### config.mk
export PLATFORM = sky130hd
export DESIGN_NAME = jump_unit
export DESIGN_NICKNAME = d
export VERILOG_FILES = /design/src/rtl/jump_unit_pkg.sv /design/src/rtl/jump_target_gen.sv /design/src/rtl/jump_seq.sv /design/src/rtl/jump_link_gen.sv /design/src/rtl/jump_unit.sv
export SDC_FILE = /design/constraint.sdc
export NUM_CORES = 1
export LEC_CHECK = 0
export BUFFER_PORTS_ARGS = -buffer_cell sky130_fd_sc_hd__buf_2
export CORE_ASPECT_RATIO = 1.75
export CORE_MARGIN = 2
export CORE_UTILIZATION = 45
export CTS_CLUSTER_SIZE = 16
export DETAILED_ROUTE_END_ITERATION = 10
export HOLD_SLACK_MARGIN = 0.06
export PLACE_DENSITY = 0.72
export SETUP_SLACK_MARGIN = 0.5
export SYNTH_ARGS = -nofsm -noshare
export SYNTH_HDL_FRONTEND = slang
export SYNTH_SLANG_ARGS = --single-unit
### constraint.sdc
create_clock -name clk_i -period 2.4 [get_ports clk_i]
set_clock_uncertainty 0.1 [all_clocks]
set_input_delay 0.24 -clock clk_i [delete_from_list [all_inputs] [get_ports clk_i]]
set_output_delay 0.24 -clock clk_i [all_outputs]
set_load 0.01 [all_outputs]
### src/rtl/jump_unit_pkg.sv
package jump_unit_pkg;
  typedef enum logic [1:0] {
    JK_IMM      = 2'b00,
    JK_IMM_LINK = 2'b01,
    JK_REG      = 2'b10,
    JK_REG_LINK = 2'b11
  } jump_kind_e;

  function automatic logic kind_links(jump_kind_e k);
    return (k == JK_IMM_LINK) || (k == JK_REG_LINK);
  endfunction

  function automatic logic kind_uses_reg(jump_kind_e k);
    return (k == JK_REG) || (k == JK_REG_LINK);
  endfunction
endpackage

### src/rtl/jump_target_gen.sv
module jump_target_gen
  import jump_unit_pkg::*;
#(
  parameter int ADDR_W = 32,
  parameter int IMM_W  = 26,
  parameter int SHIFT  = 2,
  localparam int HI_W  = ADDR_W - IMM_W - SHIFT
) (
  input  jump_kind_e        kind_i,
  input  logic [HI_W-1:0]   slot_hi_i,
  input  logic [IMM_W-1:0]  imm_i,
  input  logic [ADDR_W-1:0] reg_val_i,
  output logic [ADDR_W-1:0] target_o
);
  logic [ADDR_W-1:0] imm_tgt;

  // region bits come from the delay-slot address, not the jump's own
  assign imm_tgt  = {slot_hi_i, imm_i, {SHIFT{1'b0}}};
  assign target_o = kind_uses_reg(kind_i) ? reg_val_i : imm_tgt;
endmodule

### src/rtl/jump_seq.sv
module jump_seq #(
  parameter int                 ADDR_W   = 32,
  parameter logic [ADDR_W-1:0]  RESET_PC = '0
) (
  input  logic              clk_i,
  input  logic              rst_ni,
  input  logic              stall_i,
  input  logic              req_i,
  input  logic [ADDR_W-1:0] seq_pc_i,
  input  logic [ADDR_W-1:0] target_i,
  output logic [ADDR_W-1:0] pc_o,
  output logic [ADDR_W-1:0] tgt_o,
  output logic              pend_o,
  output logic              accept_o,
  output logic              nested_o
);
  logic [ADDR_W-1:0] pc_q, tgt_q;
  logic              pend_q, nested_q;
  logic              accept, nest_evt;

  assign accept   = req_i & ~stall_i & ~pend_q;
  assign nest_evt = req_i & ~stall_i &  pend_q;

  always_ff @(posedge clk_i or negedge rst_ni) begin
    if (!rst_ni) begin
      pc_q     <= RESET_PC;
      tgt_q    <= '0;
      pend_q   <= 1'b0;
      nested_q <= 1'b0;
    end else begin
      nested_q <= nest_evt;
      if (!stall_i) begin
        if (pend_q) begin
          pc_q   <= tgt_q;
          pend_q <= 1'b0;
        end else begin
          pc_q <= seq_pc_i;
          if (accept) begin
            tgt_q  <= target_i;
            pend_q <= 1'b1;
          end
        end
      end
    end
  end

  assign pc_o     = pc_q;
  assign tgt_o    = tgt_q;
  assign pend_o   = pend_q;
  assign accept_o = accept;
  assign nested_o = nested_q;
endmodule

### src/rtl/jump_link_gen.sv
module jump_link_gen
  import jump_unit_pkg::*;
#(
  parameter int ADDR_W   = 32,
  parameter int IDX_W    = 5,
  parameter int LINK_REG = 31
) (
  input  logic              clk_i,
  input  logic              rst_ni,
  input  logic              accept_i,
  input  jump_kind_e        kind_i,
  input  logic [ADDR_W-1:0] ret_pc_i,
  input  logic [IDX_W-1:0]  ra_idx_i,
  input  logic [IDX_W-1:0]  rc_idx_i,
  input  logic              rc_given_i,
  output logic              wb_en_o,
  output logic [IDX_W-1:0]  wb_idx_o,
  output logic [ADDR_W-1:0] wb_data_o,
  output logic              illegal_o
);
  localparam logic [IDX_W-1:0] LINK_IDX = IDX_W'(LINK_REG);

  logic [IDX_W-1:0]  rc_eff, dest;
  logic              clash, links;
  logic              wb_en_q, ill_q;
  logic [IDX_W-1:0]  idx_q;
  logic [ADDR_W-1:0] data_q;

  assign rc_eff = rc_given_i ? rc_idx_i : LINK_IDX;
  assign dest   = (kind_i == JK_REG_LINK) ? rc_eff : LINK_IDX;
  assign clash  = (kind_i == JK_REG_LINK) && (ra_idx_i == rc_eff);
  assign links  = kind_links(kind_i);

  always_ff @(posedge clk_i or negedge rst_ni) begin
    if (!rst_ni) begin
      wb_en_q <= 1'b0;
      ill_q   <= 1'b0;
      idx_q   <= '0;
      data_q  <= '0;
    end else begin
      wb_en_q <= accept_i & links & ~clash;
      ill_q   <= accept_i & clash;
      if (accept_i && links) begin
        idx_q  <= dest;
        data_q <= ret_pc_i;
      end
    end
  end

  assign wb_en_o   = wb_en_q;
  assign wb_idx_o  = idx_q;
  assign wb_data_o = data_q;
  assign illegal_o = ill_q;
endmodule

### src/rtl/jump_unit.sv
module jump_unit
  import jump_unit_pkg::*;
#(
  parameter int                ADDR_W      = 32,
  parameter int                IMM_W       = 26,
  parameter int                IDX_W       = 5,
  parameter int                INSTR_BYTES = 4,
  parameter int                LINK_REG    = 31,
  parameter logic [ADDR_W-1:0] RESET_PC    = '0
) (
  input  logic              clk_i,
  input  logic              rst_ni,
  input  logic              stall_i,
  input  logic              jmp_valid_i,
  input  logic [1:0]        jmp_kind_i,
  input  logic [IMM_W-1:0]  imm_i,
  input  logic [ADDR_W-1:0] ra_val_i,
  input  logic [IDX_W-1:0]  ra_idx_i,
  input  logic [IDX_W-1:0]  rc_idx_i,
  input  logic              rc_given_i,
  output logic [ADDR_W-1:0] pc_o,
  output logic              wb_en_o,
  output logic [IDX_W-1:0]  wb_idx_o,
  output logic [ADDR_W-1:0] wb_data_o,
  output logic              illegal_o,
  output logic              nested_o
);
  localparam int                SHIFT = $clog2(INSTR_BYTES);
  localparam int                HI_W  = ADDR_W - IMM_W - SHIFT;
  localparam logic [ADDR_W-1:0] STEP  = ADDR_W'(INSTR_BYTES);

  jump_kind_e        kind;
  logic [ADDR_W-1:0] pc_w, slot_pc, ret_pc, target, tgt_w;
  logic              pend_w, accept_w;

  assign kind    = jump_kind_e'(jmp_kind_i);
  assign slot_pc = pc_w + STEP;
  assign ret_pc  = slot_pc + STEP;

  jump_target_gen #(
    .ADDR_W(ADDR_W), .IMM_W(IMM_W), .SHIFT(SHIFT)
  ) u_tgt (
    .kind_i   (kind),
    .slot_hi_i(slot_pc[ADDR_W-1 -: HI_W]),
    .imm_i    (imm_i),
    .reg_val_i(ra_val_i),
    .target_o (target)
  );

  jump_seq #(
    .ADDR_W(ADDR_W), .RESET_PC(RESET_PC)
  ) u_seq (
    .clk_i   (clk_i),
    .rst_ni  (rst_ni),
    .stall_i (stall_i),
    .req_i   (jmp_valid_i),
    .seq_pc_i(slot_pc),
    .target_i(target),
    .pc_o    (pc_w),
    .tgt_o   (tgt_w),
    .pend_o  (pend_w),
    .accept_o(accept_w),
    .nested_o(nested_o)
  );

  jump_link_gen #(
    .ADDR_W(ADDR_W), .IDX_W(IDX_W), .LINK_REG(LINK_REG)
  ) u_link (
    .clk_i     (clk_i),
    .rst_ni    (rst_ni),
    .accept_i  (accept_w),
    .kind_i    (kind),
    .ret_pc_i  (ret_pc),
    .ra_idx_i  (ra_idx_i),
    .rc_idx_i  (rc_idx_i),
    .rc_given_i(rc_given_i),
    .wb_en_o   (wb_en_o),
    .wb_idx_o  (wb_idx_o),
    .wb_data_o (wb_data_o),
    .illegal_o (illegal_o)
  );

  assign pc_o = pc_w;
endmodule

==> flow_results.org <==
** Run status
- The run finished, with violations left.
- Violations in the final reports :: setup timing

** Placement
- IO Port Bufs :: 146
- In this run the cell area measured after placement is 8070 sq um.
- Post-DP HPWL :: 13900 microns
- Final GP Congestion :: 0.921
- Place WS :: -416 ps

** Cells and area
- Layout filler cell count :: 963
- Final net count :: 1074
- The finished cells cover 9670 sq um.
- From synthesis to final layout, the design area changed by 57.0%.
- The library cell used most frequently in the layout, excluding fill and tap cells, is buf_2.
- The post-route netlist has 46.9% of its cells at a drive strength greater than 1.
- Antenna Cells :: 0
- The top cell types in the final layout, fill and taps aside, are buf_2 (145), buf_4 (134), nand2_1 (103), dfrtp_1 (99), o21ai_0 (64).

** Timing
- RSZ-0062 raised after global routing :: yes
- The worst pin sits at a relative slew slack of 61.8%.
- F_max :: 0.373 GHz
- Number of failing hold endpoints at the final stage :: 0
- Final-report setup violation count :: 21
- In the post-route analysis, the smallest setup slack over all paths is -279 ps.
- Period utilisation layout :: 112%
- Slew of the pin with the lowest slew margin :: 566 ps
- Hold is met by 59.8 ps.
- Time the worst path needs with I/O delays and setup :: 2680 ps
- The number of slew-limit violations in the final report is 0.

** Worst setup path
- Required time of the critical path :: 2550 ps
- Counting cells, the worst reg-to-reg path comes to 11.
- In this run the critical register-to-register path is launched from u_seq.pc_o[7].
- The worst register-to-register path ends at u_link.wb_data_o[25].
- At the worst endpoint, the arrival time is 2830 ps.
- Reg-to-reg slack, setup :: -280 ps
- CP startpoint kind :: flip-flop
- STA classifies the critical path endpoint as a flip-flop.
- In this run the worst path has a maximum fanout of 4.
- Worst Path Class, Setup :: flip-flop to flip-flop

** Power and ir drop
- Static Leak :: 4.66 nW
- VDD sags by at most 0.460 mV.
- For this design the ratio of total power to cell area is 832 nW/um^2.

** Die
- From left edge to right edge, the die measures 92.4 microns.
- Core footprint :: 13400 sq um
- From bottom edge to top edge, the die measures 159 microns.
- Standard-cell rows :: 56
- 147 I/O pins were placed.
- The initial utilization of the core area, before any placement, comes to 46.0%.
- Die area :: 14700 sq um

** Synth
- In the synthesized netlist the dominant register cell turns out to be dfrtp_1.
- In this run, synthesis inferred 0 flip-flops with an integrated enable.
- Async set-or-reset flop fraction in the synthesized netlist :: 100%
- During synthesis, Yosys emitted a total of 0 warnings.
- Net count after synthesis :: 783
- The synthesized netlist contains 61 unique library cells.
- Number of cells produced by synthesis :: 706
- Sequential elements use 42.7% of the synthesized area.
- After synthesis, the mean cell area works out to 8.72 sq um.
- Number of synthesized register bits :: 105
- Netlist Area Pre-Place :: 6160 sq um

** Global routing
- Entering global routing, the biggest net connects 62 pins.
- The via count of the first global-routing pass is 6407.
- All-layer global routing usage :: 27.1%
- Antenna violations before repair :: 0
- Global-route wire length before repair :: 31800 microns
- Total congestion overflow after global routing :: 0

** CTS
- Number of clock sinks :: 105
- Number of buffers on the longest clock path :: 2
- Maximum level of the CTS H-tree :: 3
- Register clock-pin slew on the reported worst setup and hold paths :: 80 ps
- Clock buffers created by TritonCTS :: 9
- For the worst-skew pair, the clock arrives at the later sink with an insertion delay of 360 ps.
- TritonCTS built the clock tree.
- CTS Root Cell :: clkbuf_16

** Routing
- For this run, the detailed router's first-pass iteration total came to 7.
- Average wire length per cell after detail routing :: 17.9 microns
- In this run the top signal layer used is met4.
- The first routing iteration left 471 violations.
- Wires add up to 21100 microns.
- The count of nets left with antenna violations once routing finished came out at 0.
- Using the TritonRoute via totals, the vias-per-cell ratio works out to 5.63.
- Wire segments on met3 add up to 1080 microns in the final route.
- Met2 WL post-DR :: 11100 microns
- The routed layout has 6615 vias.
- DRC violation count after routing :: 0
- Routed met1 length :: 7960 microns

** Min path
- Hold-critical path depth :: 3
- Hold path start :: rc_idx_i[2]
- The tightest min-delay check is of the input port to flip-flop type.
- Sink of the worst hold path :: u_link.wb_idx_o[2]

** Job
- Max-cap violations :: 0
==> how the worst max path moves through the flow <==
stage,slack (ps),end,depth (start not counted),start
3_3_place_gp,-380,u_link.wb_data_o[29],9,u_seq.pc_o[7]
2_1_floorplan,-260,u_link.wb_data_o[28],11,u_seq.pc_o[10]
4_1_cts,-240,u_link.wb_data_o[29],9,u_seq.pc_o[9]
5_1_grt,-440,u_link.wb_data_o[29],11,u_seq.pc_o[7]
6_report,-280,u_link.wb_data_o[25],11,u_seq.pc_o[7]
3_5_place_dp,-420,u_link.wb_data_o[29],9,u_seq.pc_o[2]
==> registers in the layout, indices dropped and copies added (netlist names) <==
name	cells
u_link.wb_data_o	32
u_seq.pc_o	32
u_seq.tgt_o	32
u_link.wb_idx_o	5
u_link.illegal_o	1
u_link.wb_en_o	1
u_seq.nested_o	1
u_seq.pend_o	1
==> cell families after synthesis <==
family	share of synthesized area, %
xor+xnor	6.26
simple gates	21.7
fa+ha+maj	0.406
mux	7.15
buf+inv	4.72
flops	42.7
compound gates	17.0
==> power breakdown <==
part	internal (mW)	total [mW]	switching [mW]	leakage, nW
clock	0.745	1.44	0.690	0.141
sequential	2.27	2.65	0.382	1.32
combinational	1.84	3.96	2.12	3.20
==> synth_stat cells, types with 8 or more instances <==
library cell	n	area, sq um
nand2_1	111	417
dfrtp_1	105	2630
o21ai_0	102	510
nor2_1	45	169
clkbuf_1	37	139
mux2i_1	35	350
xnor2_1	29	254
a21oi_1	28	140
nor3_1	20	100
nand3_1	18	90.1
inv_1	16	60.1
nor4_1	16	100
xor2_1	15	131
mux2_2	8	90.1
nand4_1	8	50.1
==> through the flow <==
stage	cells	util [%]	total power [mW]	TNS (ps)
2_1_floorplan	706	-	4.28	-1690
3_3_place_gp	1104	60.3	5.67	-3800
3_5_place_dp	1104	60.3	5.75	-5720
4_1_cts	1162	69.8	7.71	-2370
5_1_grt	1176	72.2	8.46	-5800
6_report	1176	72.2	8.04	-3170
==> layer usage <==
layer	up-vias	GRT usage, %
li1	3087	-
met1	3202	32.5
met2	266	47.8
met3	60	2.80
met4	0	13.0
met5	-	0
==> area by class of cell <==
cell class | count | area [sq um] | share of cell area (%)
clock inverter | 6 | 50.0 | 0.518
inverter | 16 | 62.6 | 0.647
sequential | 105 | 2640 | 27.3
clock buffer | 10 | 239 | 2.47
timing repair buffer | 332 | 2360 | 24.5
tap | 174 | 218 | 2.25
multi-input combinational | 533 | 4100 | 42.4
==> worst max-delay path: stages, from the launching register on <==
cell     delay [ps]
dfrtp_1         410
nand4_4         140
or2_4           310
buf_6           130
buf_16          120
buf_6           130
o31a_1          300
o21ai_2         160
or2_4           210
o21ai_2          80
and4_1          210
o31ai_1         260
==> repair_timing <==
item | 4_1_cts | 5_1_grt
pin swaps | 50 | 46
buffers inserted | 35 | 14
gates resized for setup | 143 | 58
endpoints found under the hold margin | 30 | 0
setup endpoints to repair | 51 | 56
hold buffers | 6 | 0
cloned | 1 | 0
No activity file was read; power rests on OpenSTA's default activity.
